**src/rtl/alarm_cmp_pkg.sv**
```systemverilog
package alarm_cmp_pkg;

    localparam int NUM_FIELDS = 4;
    localparam int BYTE_W     = 8;
    localparam int ADDR_W     = 4;

    localparam logic [ADDR_W-1:0] OFS_STATUS   = 4'h0;
    localparam logic [ADDR_W-1:0] OFS_ALM_BASE = 4'h2;
    localparam logic [ADDR_W-1:0] OFS_INTCTL   = 4'h6;

    localparam int FLAG_BIT = 6;
    localparam int IEN_BIT  = 7;
    localparam int BKEN_BIT = 5;
    localparam int SKIP_BIT = 7;

    typedef logic [BYTE_W-1:0] byte_t;

    typedef struct packed {
        byte_t [NUM_FIELDS-1:0] alm;
        byte_t                  intctl;
    } regs_t;

    // Bits of a field that take part in the compare: index 0 and 1 are
    // seconds and minutes (7 bits), index 2 and 3 are hours and day (6 bits).
    function automatic byte_t cmp_bits(input int idx);
        return (idx < 2) ? 8'h7F : 8'h3F;
    endfunction

    function automatic logic [ADDR_W-1:0] alm_ofs(input int idx);
        return OFS_ALM_BASE + ADDR_W'(idx);
    endfunction

endpackage

```
**src/rtl/alarm_regs.sv**
```systemverilog
module alarm_regs
    import alarm_cmp_pkg::*;
(
    input  logic              clk,
    input  logic              rst_n,
    input  logic              bus_wr,
    input  logic [ADDR_W-1:0] bus_addr,
    input  byte_t             bus_wdata,
    output regs_t             regs_q
);

    regs_t regs_d;

    always_comb begin
        regs_d = regs_q;
        if (bus_wr) begin
            for (int i = 0; i < NUM_FIELDS; i++) begin
                if (bus_addr == alm_ofs(i)) begin
                    regs_d.alm[i] = bus_wdata;
                end
            end
            if (bus_addr == OFS_INTCTL) begin
                regs_d.intctl = bus_wdata;
            end
        end
    end

    always_ff @(posedge clk or negedge rst_n) begin
        if (!rst_n) begin
            regs_q <= '0;
        end else begin
            regs_q <= regs_d;
        end
    end

endmodule

```
**src/rtl/alarm_match.sv**
```systemverilog
module alarm_match
    import alarm_cmp_pkg::*;
(
    input  byte_t [NUM_FIELDS-1:0] cur_time,
    input  byte_t [NUM_FIELDS-1:0] alm,
    output logic                   match
);

    logic [NUM_FIELDS-1:0] field_hit;

    for (genvar g = 0; g < NUM_FIELDS; g++) begin : g_field
        localparam byte_t CMP_MASK = cmp_bits(g);
        byte_t diff;
        always_comb begin
            diff         = (cur_time[g] ^ alm[g]) & CMP_MASK;
            field_hit[g] = alm[g][SKIP_BIT] || (diff == '0);
        end
    end

    assign match = &field_hit;

endmodule

```
**src/rtl/alarm_flag.sv**
```systemverilog
module alarm_flag
    import alarm_cmp_pkg::*;
(
    input  logic clk,
    input  logic rst_n,
    input  logic tick,
    input  logic match,
    input  logic clr_req,
    input  logic irq_en,
    input  logic bk_en,
    input  logic on_backup,
    output logic flag,
    output logic irq_n
);

    typedef struct packed {
        logic flag;
    } flag_state_t;

    flag_state_t st_d, st_q;

    always_comb begin
        st_d = st_q;
        if (tick && match) begin
            st_d.flag = 1'b1;
        end else if (clr_req) begin
            st_d.flag = 1'b0;
        end
    end

    always_ff @(posedge clk or negedge rst_n) begin
        if (!rst_n) begin
            st_q <= '0;
        end else begin
            st_q <= st_d;
        end
    end

    assign flag  = st_q.flag;
    assign irq_n = ~(st_q.flag & irq_en & (~on_backup | bk_en));

endmodule

```
**src/rtl/alarm_cmp_top.sv**
```systemverilog
module alarm_cmp_top
    import alarm_cmp_pkg::*;
(
    input  logic       clk,
    input  logic       rst_n,
    input  logic       tick,
    input  logic [7:0] cur_sec,
    input  logic [7:0] cur_min,
    input  logic [7:0] cur_hour,
    input  logic [7:0] cur_date,
    input  logic       on_backup,
    input  logic       bus_wr,
    input  logic       bus_rd,
    input  logic [3:0] bus_addr,
    input  logic [7:0] bus_wdata,
    output logic [7:0] bus_rdata,
    output logic       irq_n
);

    regs_t                  regs_q;
    byte_t [NUM_FIELDS-1:0] cur_time;
    logic                   match_w;
    logic                   flag_w;
    logic                   clr_w;

    assign cur_time = {cur_date, cur_hour, cur_min, cur_sec};
    assign clr_w    = bus_rd && (bus_addr == OFS_STATUS);

    alarm_regs u_regs (
        .clk       (clk),
        .rst_n     (rst_n),
        .bus_wr    (bus_wr),
        .bus_addr  (bus_addr),
        .bus_wdata (bus_wdata),
        .regs_q    (regs_q)
    );

    alarm_match u_match (
        .cur_time (cur_time),
        .alm      (regs_q.alm),
        .match    (match_w)
    );

    alarm_flag u_flag (
        .clk       (clk),
        .rst_n     (rst_n),
        .tick      (tick),
        .match     (match_w),
        .clr_req   (clr_w),
        .irq_en    (regs_q.intctl[IEN_BIT]),
        .bk_en     (regs_q.intctl[BKEN_BIT]),
        .on_backup (on_backup),
        .flag      (flag_w),
        .irq_n     (irq_n)
    );

    always_comb begin
        bus_rdata = '0;
        if (bus_rd) begin
            if (bus_addr == OFS_STATUS) begin
                bus_rdata[FLAG_BIT] = flag_w;
            end else if (bus_addr == OFS_INTCTL) begin
                bus_rdata = regs_q.intctl;
            end else begin
                for (int i = 0; i < NUM_FIELDS; i++) begin
                    if (bus_addr == alm_ofs(i)) begin
                        bus_rdata = regs_q.alm[i];
                    end
                end
            end
        end
    end

endmodule

```
**config.mk**
```make
export PLATFORM = sky130hd
export DESIGN_NAME = alarm_cmp_top
export DESIGN_NICKNAME = d
export VERILOG_FILES = /design/src/rtl/alarm_cmp_pkg.sv /design/src/rtl/alarm_regs.sv /design/src/rtl/alarm_match.sv /design/src/rtl/alarm_flag.sv /design/src/rtl/alarm_cmp_top.sv
export SDC_FILE = /design/constraint.sdc
export NUM_CORES = 1
export LEC_CHECK = 0
export BUFFER_PORTS_ARGS = -buffer_cell sky130_fd_sc_hd__buf_2
export CORE_ASPECT_RATIO = 0.7
export CORE_MARGIN = 1.5
export CORE_UTILIZATION = 48
export DETAILED_ROUTE_END_ITERATION = 8
export GPL_TIMING_DRIVEN = 0
export PLACE_DENSITY = 0.83
export SKIP_CTS_REPAIR_TIMING = 1
export SYNTH_ARGS = -nofsm -noshare
export SYNTH_HDL_FRONTEND = slang
export SYNTH_SLANG_ARGS = --single-unit
```
**constraint.sdc**
```tcl
create_clock -name clk -period 1.78 [get_ports clk]
set_input_delay 0.356 -clock clk [delete_from_list [all_inputs] [get_ports clk]]
set_output_delay 0.356 -clock clk [all_outputs]
set_load 0.01 [all_outputs]
```
# ---- Word-level counts from Yosys, hierarchy flattened
# Index checks and enable logic that the tools add are counted.
dict set report word_totals {
  n_memories 0
  ff_bits 41
  latch_bits 0
  mem_bits_rw 0
  rom_bits 0
  inputBits 50
  out_inout_bits 9
  elab_cells 49
}
dict set report classes {
  add_sub_neg 0
  div 0
  bitwise 9
  mul 0
  order_cmp 0
  n_shift 0
  eq_ne 5
  n_mux 11
  reduce_logical 18
}
# op count
set ops {}
lappend ops {{$mux 8} 6}
lappend ops {{$logic_not 8->1} 4}
lappend ops {{$xor 7x7->7} 2}
lappend ops {{$eq 4x3->1 const B} 3}
lappend ops {{$xor 6x6->6} 2}
lappend ops {{$reduce_and 2->1} 5}
lappend ops {{$eq 4x2->1 const B} 2}
lappend ops {{$mux 6} 1}
lappend ops {{$logic_not 4->1} 1}
lappend ops {{$logic_or 1x1->1} 4}
lappend ops {{$mux 1} 4}
lappend ops {{$reduce_and 4->1} 1}
lappend ops {{$and 1x1->1} 2}
lappend ops {{$logic_and 1x1->1} 2}
lappend ops {{$not 1->1} 2}
lappend ops {{$reduce_bool 2->1} 1}
lappend ops {{$or 1x1->1} 1}

# ---- Logic depth before layout (Yosys ltp)
# Gate-level depths: netlist of run 1.
dict set report logic_depth {
  ltp_word 8
  depth_mapped 8
}

# ---- Modules after synthesis
# A second synthesis of run 1 with hierarchy kept.
dict set report unflattened {
  hier_cells 206
  area_unflattened_um2 2414.8
}
# module seq_area_each_um2 n_inst cells_per_inst area_each_um2
set by_module_without_submodules {}
lappend by_module_without_submodules {alarm_regs 1001.0 1 90 1546.5}
lappend by_module_without_submodules {alarm_cmp_top 0.0 1 75 524.3}
lappend by_module_without_submodules {alarm_match 0.0 1 35 295.3}
lappend by_module_without_submodules {alarm_flag 25.0 1 6 48.8}

# ---- Worst setup path before layout of run 1
# OpenSTA, ideal clock, no wires.
dict set report synth_path {
  kind {input-to-output}
  from {input port bus_addr[1]}
  to {output port bus_rdata[5]}
  stages 8
  n_path_buf 3
  slack_ns -0.134
  t_arrival_ns 1.558
  cell_sequence {buf_6 > nand2b_1 > buf_6 > buf_6 > a21oi_2 > a21oi_1 > or3_1 > a21oi_1}
}
dict set report synth_via {
  elab_chain_len 8
}
# item line_no
set synth_rtl {}
lappend synth_rtl {{from (decl)} alarm_cmp_top.sv:14} ;# input logic [3:0] bus_addr,
lappend synth_rtl {{$eq 4x2->1} alarm_cmp_top.sv:66} ;# if (bus_addr == alm_ofs(i)) begin
lappend synth_rtl {{$mux 8 (4 in series)} alarm_cmp_top.sv:66}
lappend synth_rtl {{$mux 8} alarm_cmp_top.sv:62} ;# end else if (bus_addr == OFS_INTCTL) begin
lappend synth_rtl {{$mux 6 (*)} alarm_cmp_top.sv:60} ;# if (bus_addr == OFS_STATUS) begin
lappend synth_rtl {{$mux 8 (*)} alarm_cmp_top.sv:59} ;# if (bus_rd) begin
lappend synth_rtl {{to (decl)} alarm_cmp_top.sv:16} ;# output logic [7:0] bus_rdata,
# Every way passes the cells marked *; elsewhere a longest branch is shown, timed or not.

# ---- Final worst setup path of run 1
dict set report layout_path {
  from {register, netlist name u_regs.regs_q[13]}
  to {output port bus_rdata[5]}
}
dict set report layout_via {
  elab_chain_len 7
}
# item line_no
set layout_rtl {}
lappend layout_rtl {{$mux 8 (4 in series)} alarm_cmp_top.sv:66}
lappend layout_rtl {{$mux 8} alarm_cmp_top.sv:62}
lappend layout_rtl {{$mux 6} alarm_cmp_top.sv:60}
lappend layout_rtl {{$mux 8} alarm_cmp_top.sv:59}
# No other way between the ends.

==> results.md, run 1 <==
* Run status: complete, but fails checks
* Failing checks: setup timing
* Crit end category: output pin
* Final Hold Viols at 0
* Post-synth top cells: dfrtp_1 (41), mux2_2 (40), a21oi_1 (34)
* TritonCTS buffer count at 5
* Die W at 87.05 microns
* Final WS setup at -0.2621 ns
* Worst slack, placed at -0.3426 ns
* Detail Placement HPWL at 4.338 mm
* Worst Path Arrival at 1.69 ns
* CTS tree: yes
* Hold WS at 0.1811 ns
* Row cnt at 21
* Synthesized Nets at 263
* Ant diodes at 0
* Sequential area share after synthesis at 43.23%
* Largest net degree at the start of global routing at 42
* Final Setup Violations at 8
* Peak VDD IR at 0.4687 mV
* Hold Crit Class: in -> async
* Syn Area/Cell at 11.14 sq um
* IO Pins at 59
* Worst Path Required at 1.42 ns
* Reg2Reg Setup Slack at 0.15 ns
* Setup Skew at 0.005356 ns
* Nets@finish at 335
* Initial Utilization at 49.91%
* Pint at 0.001890 W
* RSZ-0062 raised after global routing: true
* Port bufs at 50
* Fin Setup TNS at -1.469 ns
* GPL Wtd Cong at 0.8531
* Vias at 1991
* Critical path origin: u_regs.regs_q[13]
* Yosys top cell area share at 43.23%
* Ys async rst share at 100.0%
* Clock Power Share at 23.1%
* Static leakage at 1.340 nW
* Final-report max-slew violation count at 0
* Share of layout cells above drive strength 1 at 50.53%
* DRC viols at 0
* Max-cap violations at 0
* Crit share post-route at 114.7%
* Mapped Area at 2374 sq um
* Total die area at 5383 sq um
* Netlist cell types at 38
* Post-synth EDFFs at 0
* Max FO, Critical Path at 3
* Grt total ovfl at 0
* Cell taking the most area after synthesis: dfrtp_1
* Multi-input logic area at 1374 sq um
* DR pass1 iterations at 4
* Post-synthesis cell count at 213
* Most common cell in the netlist: dfrtp_1
* Fill count at 379
* Worst setup SP type: register
* FF/Latch Area at 1026 sq um
* Placed instance area at 2759 sq um
* Design area at 3072 sq um
* Switch Pwr at 0.0008358 W
* CP endpoint: bus_rdata[5]
* Seq cells post-synth at 41
* Clk pin slew, worst setup/hold paths at 0.08 ns
* Worst-Margin Slew at 0.9054 ns
* Routed wire length at 6.252 mm
* All-Layer GR Usage at 23.88%
* CTS sink cnt at 41
* Synth area leaders: dfrtp_1 (43%), mux2_2 (19%), a21oi_1 (7.2%)
* FF-to-FF Start: u_regs.regs_q[8]
* Yosys warnings at 0
* CTS Buffer Depth at 2
* Reg2Reg Depth at 5
* Clock root buffer: clkbuf_8
* Logic pwr share at 27.4%
* Vias per cell at 5.624
* Switching power share of the total at 30.66%
* Core area at 4756 sq um
* Antenna violations before repair at 0
* Drt wl/cell at 17.66 microns
* Achievable Freq at 489.7 MHz
* Rel. slew slack at 39.64%
* Area growth, synth to finish at 29.42%
* First-pass GRT wire length at 9.425 mm
* Crit Path Class: reg -> out
* Tmin final at 2.042 ns
* Worst skew pair latency at 0.30 ns
* Final antenna-violating net count at 0
* Commonest register cell after synthesis: dfrtp_1
* DRT iter0 DRCs at 188
* Reg-to-reg endpoint: u_flag.flag
* PD cells at 887.6 nW/um^2
* DIE HEIGHT at 61.84 microns
* Sequential power share at 49.5%
* H-Tree Depth at 2
* Vias in the first global route at 1831
[worst min-delay path by stage]
stage	start	to	slack [ns]	depth (start not counted)
2_1_floorplan	rst_n	u_flag.flag	0.06	0
3_3_place_gp	u_regs.regs_q[1]	u_regs.regs_q[1]	0.49	1
3_5_place_dp	u_regs.regs_q[38]	u_regs.regs_q[38]	0.49	1
4_1_cts	rst_n	u_regs.regs_q[0]	0.23	1
5_1_grt	rst_n	u_regs.regs_q[5]	0.27	1
6_report	rst_n	u_regs.regs_q[0]	0.18	1
[flip-flops by register name (all words and copies together) (netlist names)]
signal and count:
u_regs.regs_q 40, u_flag.flag 1
[through the flow]
step / utilization (%) / total power [W] / std cells
floorplan: - / 0.001774 / 213
global placement: 58.01 / 0.001978 / 332
detailed placement: 58.01 / 0.002008 / 332
CTS: 59.83 / 0.002630 / 339
global route: 64.59 / 0.002869 / 354
finish: 64.59 / 0.002726 / 354
[logic make-up (layout without fill, tap and decap cells)]
| family | count (synthesis) | in the layout | synth area share, % |
|---|---|---|---|
| AOI/OAI and AO/OA | 52 | 52 | 13.55 |
| xor gates and xnor gates | 26 | 26 | 9.594 |
| buffers and inverters | 13 | 85 | 3.426 |
| DFF | 41 | 41 | 43.23 |
| muxes | 41 | 41 | 19.40 |
| and+or+nand+nor | 40 | 40 | 10.81 |
[per-layer routing]
metal	part of all wire, %	global-route usage, %	vias to the layer above
met3	6.3	4.491	15
met1	45	34.09	984
met5	0	0	-
li1	-	-	924
met4	2.4	8.756	0
met2	47	36.88	68
[cell usage in the layout, fill, tap and decap left out, drive strengths merged]
master,instances
a2111oi,1
a21oi,35
a41oi,1
and2,1
and2b,1
and4,1
buf,72
clkbuf,10
dfrtp,41
inv,3
mux2,40
mux2i,1
nand2,5
nand2b,2
nand3,2
nand3b,8
nand4,3
nor2,3
nor2b,1
nor3,2
nor3b,1
nor4,3
o211a,1
o211ai,1
o21ai,2
o21bai,7
o22ai,1
o31ai,1
o41ai,2
or3,7
xnor2,15
xor2,11
[power by group through the flow]
stage	sequential (W)	combinational (W)	clock, W
finish	0.00135	0.000748	0.000629
global route	0.00138	0.000817	0.000675
CTS	0.00135	0.000644	0.000637
detailed placement	0.00137	0.000642	0
global placement	0.00136	0.000621	0
floorplan	0.00130	0.000471	0
[worst max-delay path, cell delays in order (launching register included)]
cell and delay [ns]:
dfrtp_1 0.40, nand3b_1 0.16, a21oi_4 0.16, a21oi_2 0.05
or3_4 0.37, a21oi_2 0.11, buf_2 0.14
[cell type report]
type | count | share of cell area, %
tap | 69 | 2.811
inverter | 3 | 0.3666
sequential | 41 | 33.40
timing repair buffer | 66 | 13.03
clock buffer | 7 | 2.811
multi-input combinational | 159 | 44.73
buffer | 9 | 2.851
Note: power is estimated with default switching activity, not from simulation.
==> run 2: changes to the inputs <==
Settings changed: CORE_UTILIZATION 48 to 57, PLACE_DENSITY 0.83 to 0.92.
Clock period 1.78 ns to 2.5 ns, I/O delays scaled along.
==> results.md, run 2 (synthesis results as in run 1) <==
* Static leakage at 1.246 nW
* Fin Setup TNS at 0 ns
* Most frequent cells in the layout: buf_2 (54), dfrtp_1 (41), mux2_2 (40)
* Worst setup SP type: primary input
* Rel. slew slack at 40.40%
* Worst skew pair latency at 0.30 ns
* Ant diodes at 0
* FF/Latch Area at 1026 sq um
* Run status: finished clean
* Clock root buffer: clkbuf_8
* First-pass GRT wire length at 9.584 mm
* Hold Crit Class: in -> async
* Tmin final at 2.416 ns
* Vias in the first global route at 1951
* Achievable Freq at 413.9 MHz
* Fill count at 291
* Crit end category: output pin
* PD cells at 697.9 nW/um^2
* Final antenna-violating net count at 0
* Detail Placement HPWL at 4.451 mm
* Routed wire length at 6.066 mm
* CTS sink cnt at 41
* Most common cell after layout, fill and taps aside: buf_2
* Crit share post-route at 96.64%
* Final Hold Viols at 0
* Nets@finish at 320
* Design area at 2834 sq um
* CP Cell Sequence: buf_2, buf_4, nand3b_1, a21oi_1, a21oi_1, or3_1, a21oi_1, buf_2
* Total die area at 4566 sq um
* Final-report max-slew violation count at 0
* CTS tree: yes
* Clk pin slew, worst setup/hold paths at 0.08 ns
* Share of layout cells above drive strength 1 at 42.80%
* Max FO, Critical Path at 10
* CP max stage cell: or3_1
* DR pass1 iterations at 4
* Placed instance area at 2689 sq um
* Crit Path Class: in -> out
* Worst Path Buf+Inv at 3
* Total power at 0.001978 W
* Setup Skew at 0.002511 ns
* Port bufs at 50
* GPL Wtd Cong at 0.8570
* Drt wl/cell at 18.78 microns
* All-Layer GR Usage at 28.14%
* Most common cell on crit path: a21oi_1
* Antenna violations before repair at 0
* Initial Utilization at 60.15%
* Max-cap violations at 0
* TritonCTS buffer count at 5
* Worst Path Arrival at 1.92 ns
* Largest net degree at the start of global routing at 42
* H-Tree Depth at 2
* Row cnt at 19
* Grt total ovfl at 0
* Family with the most delay on the worst path: simple AND/OR/NAND/NOR gates
* Worst-Margin Slew at 0.8940 ns
* Vias per cell at 6.146
* Final Setup Violations at 0
* Top reg by flops: u_regs.regs_q
* Multi-input logic area at 1292 sq um
* RSZ-0062 raised after global routing: false
* CTS Buffer Depth at 2
* Peak VDD IR at 0.5047 mV
* IO Pins at 59
* Largest register FFs at 40
* DRC viols at 0
* Die W at 80.13 microns
* Slowest cell delay on critical path at 0.35 ns
* Vias at 1985
* Core area at 3946 sq um
* Area growth, synth to finish at 19.40%
* DIE HEIGHT at 56.99 microns
* DRT iter0 DRCs at 202
* Reg2Reg Setup Slack at 0.68 ns
* Worst Path Required at 2.00 ns
-- run 2: worst paths after layout --
check                                   from           endpoint  cells past startpoint
max                              bus_addr[2]       bus_rdata[2]                      8
min                                    rst_n  u_regs.regs_q[39]                      1
max reg2reg                u_regs.regs_q[22]        u_flag.flag                      5
min reg2reg                 u_regs.regs_q[3]   u_regs.regs_q[3]                      1
max in group asynchronous              rst_n  u_regs.regs_q[12]                      1
min in group clk                bus_wdata[6]  u_regs.regs_q[14]                      2
-- run 2: power by group --
group	switching, W	internal [W]	total (W)	leakage [nW]
Sequential	0.000144	0.000820	0.000964	0.504
Combinational	0.000198	0.000259	0.000458	0.684
Clock	0.000231	0.000326	0.000556	0.0585
Total	0.000573	0.00140	0.00198	1.25
-- run 2: per-stage QoR --
step	utilization (%)	instances	setup slack (ns)	hold slack, ns
4_1_cts	71.08	323	-0.08210	0.3475
3_5_place_dp	68.14	315	-0.07403	0.4965
3_3_place_gp	68.14	315	0.01533	0.4832
2_1_floorplan	-	213	0.2977	0.2044
6_report	71.81	323	0.08403	0.3181
5_1_grt	71.81	323	0.01642	0.3948
-- run 2: worst reg2reg max path: stages, from the launching register on --
cell and delay [ns]:
dfrtp_1 0.41, xnor2_1 0.35, nand4_1 0.13, nor4_1 0.45, o22ai_1 0.17, o31ai_1 0.23
-- run 2: final cells by class --
type,count,share of cell area (%)
multi-input cells,159,45.61
flip-flops and latches,41,36.20
repair buffers,50,8.830
clock buffers,7,3.046
plain buffers,10,2.561
well taps,52,2.296
clock inverters,1,1.060
inverters,3,0.3974
-- run 2: per-layer routing --
metal / up-vias / global-route usage [%] / part of all wire [%]
li1: 893 / - / -
met1: 977 / 41.87 / 45
met2: 108 / 42.74 / 45
met3: 7 / 4.640 / 9.0
met4: 0 / 8.374 / 1.1
met5: - / 0 / 0
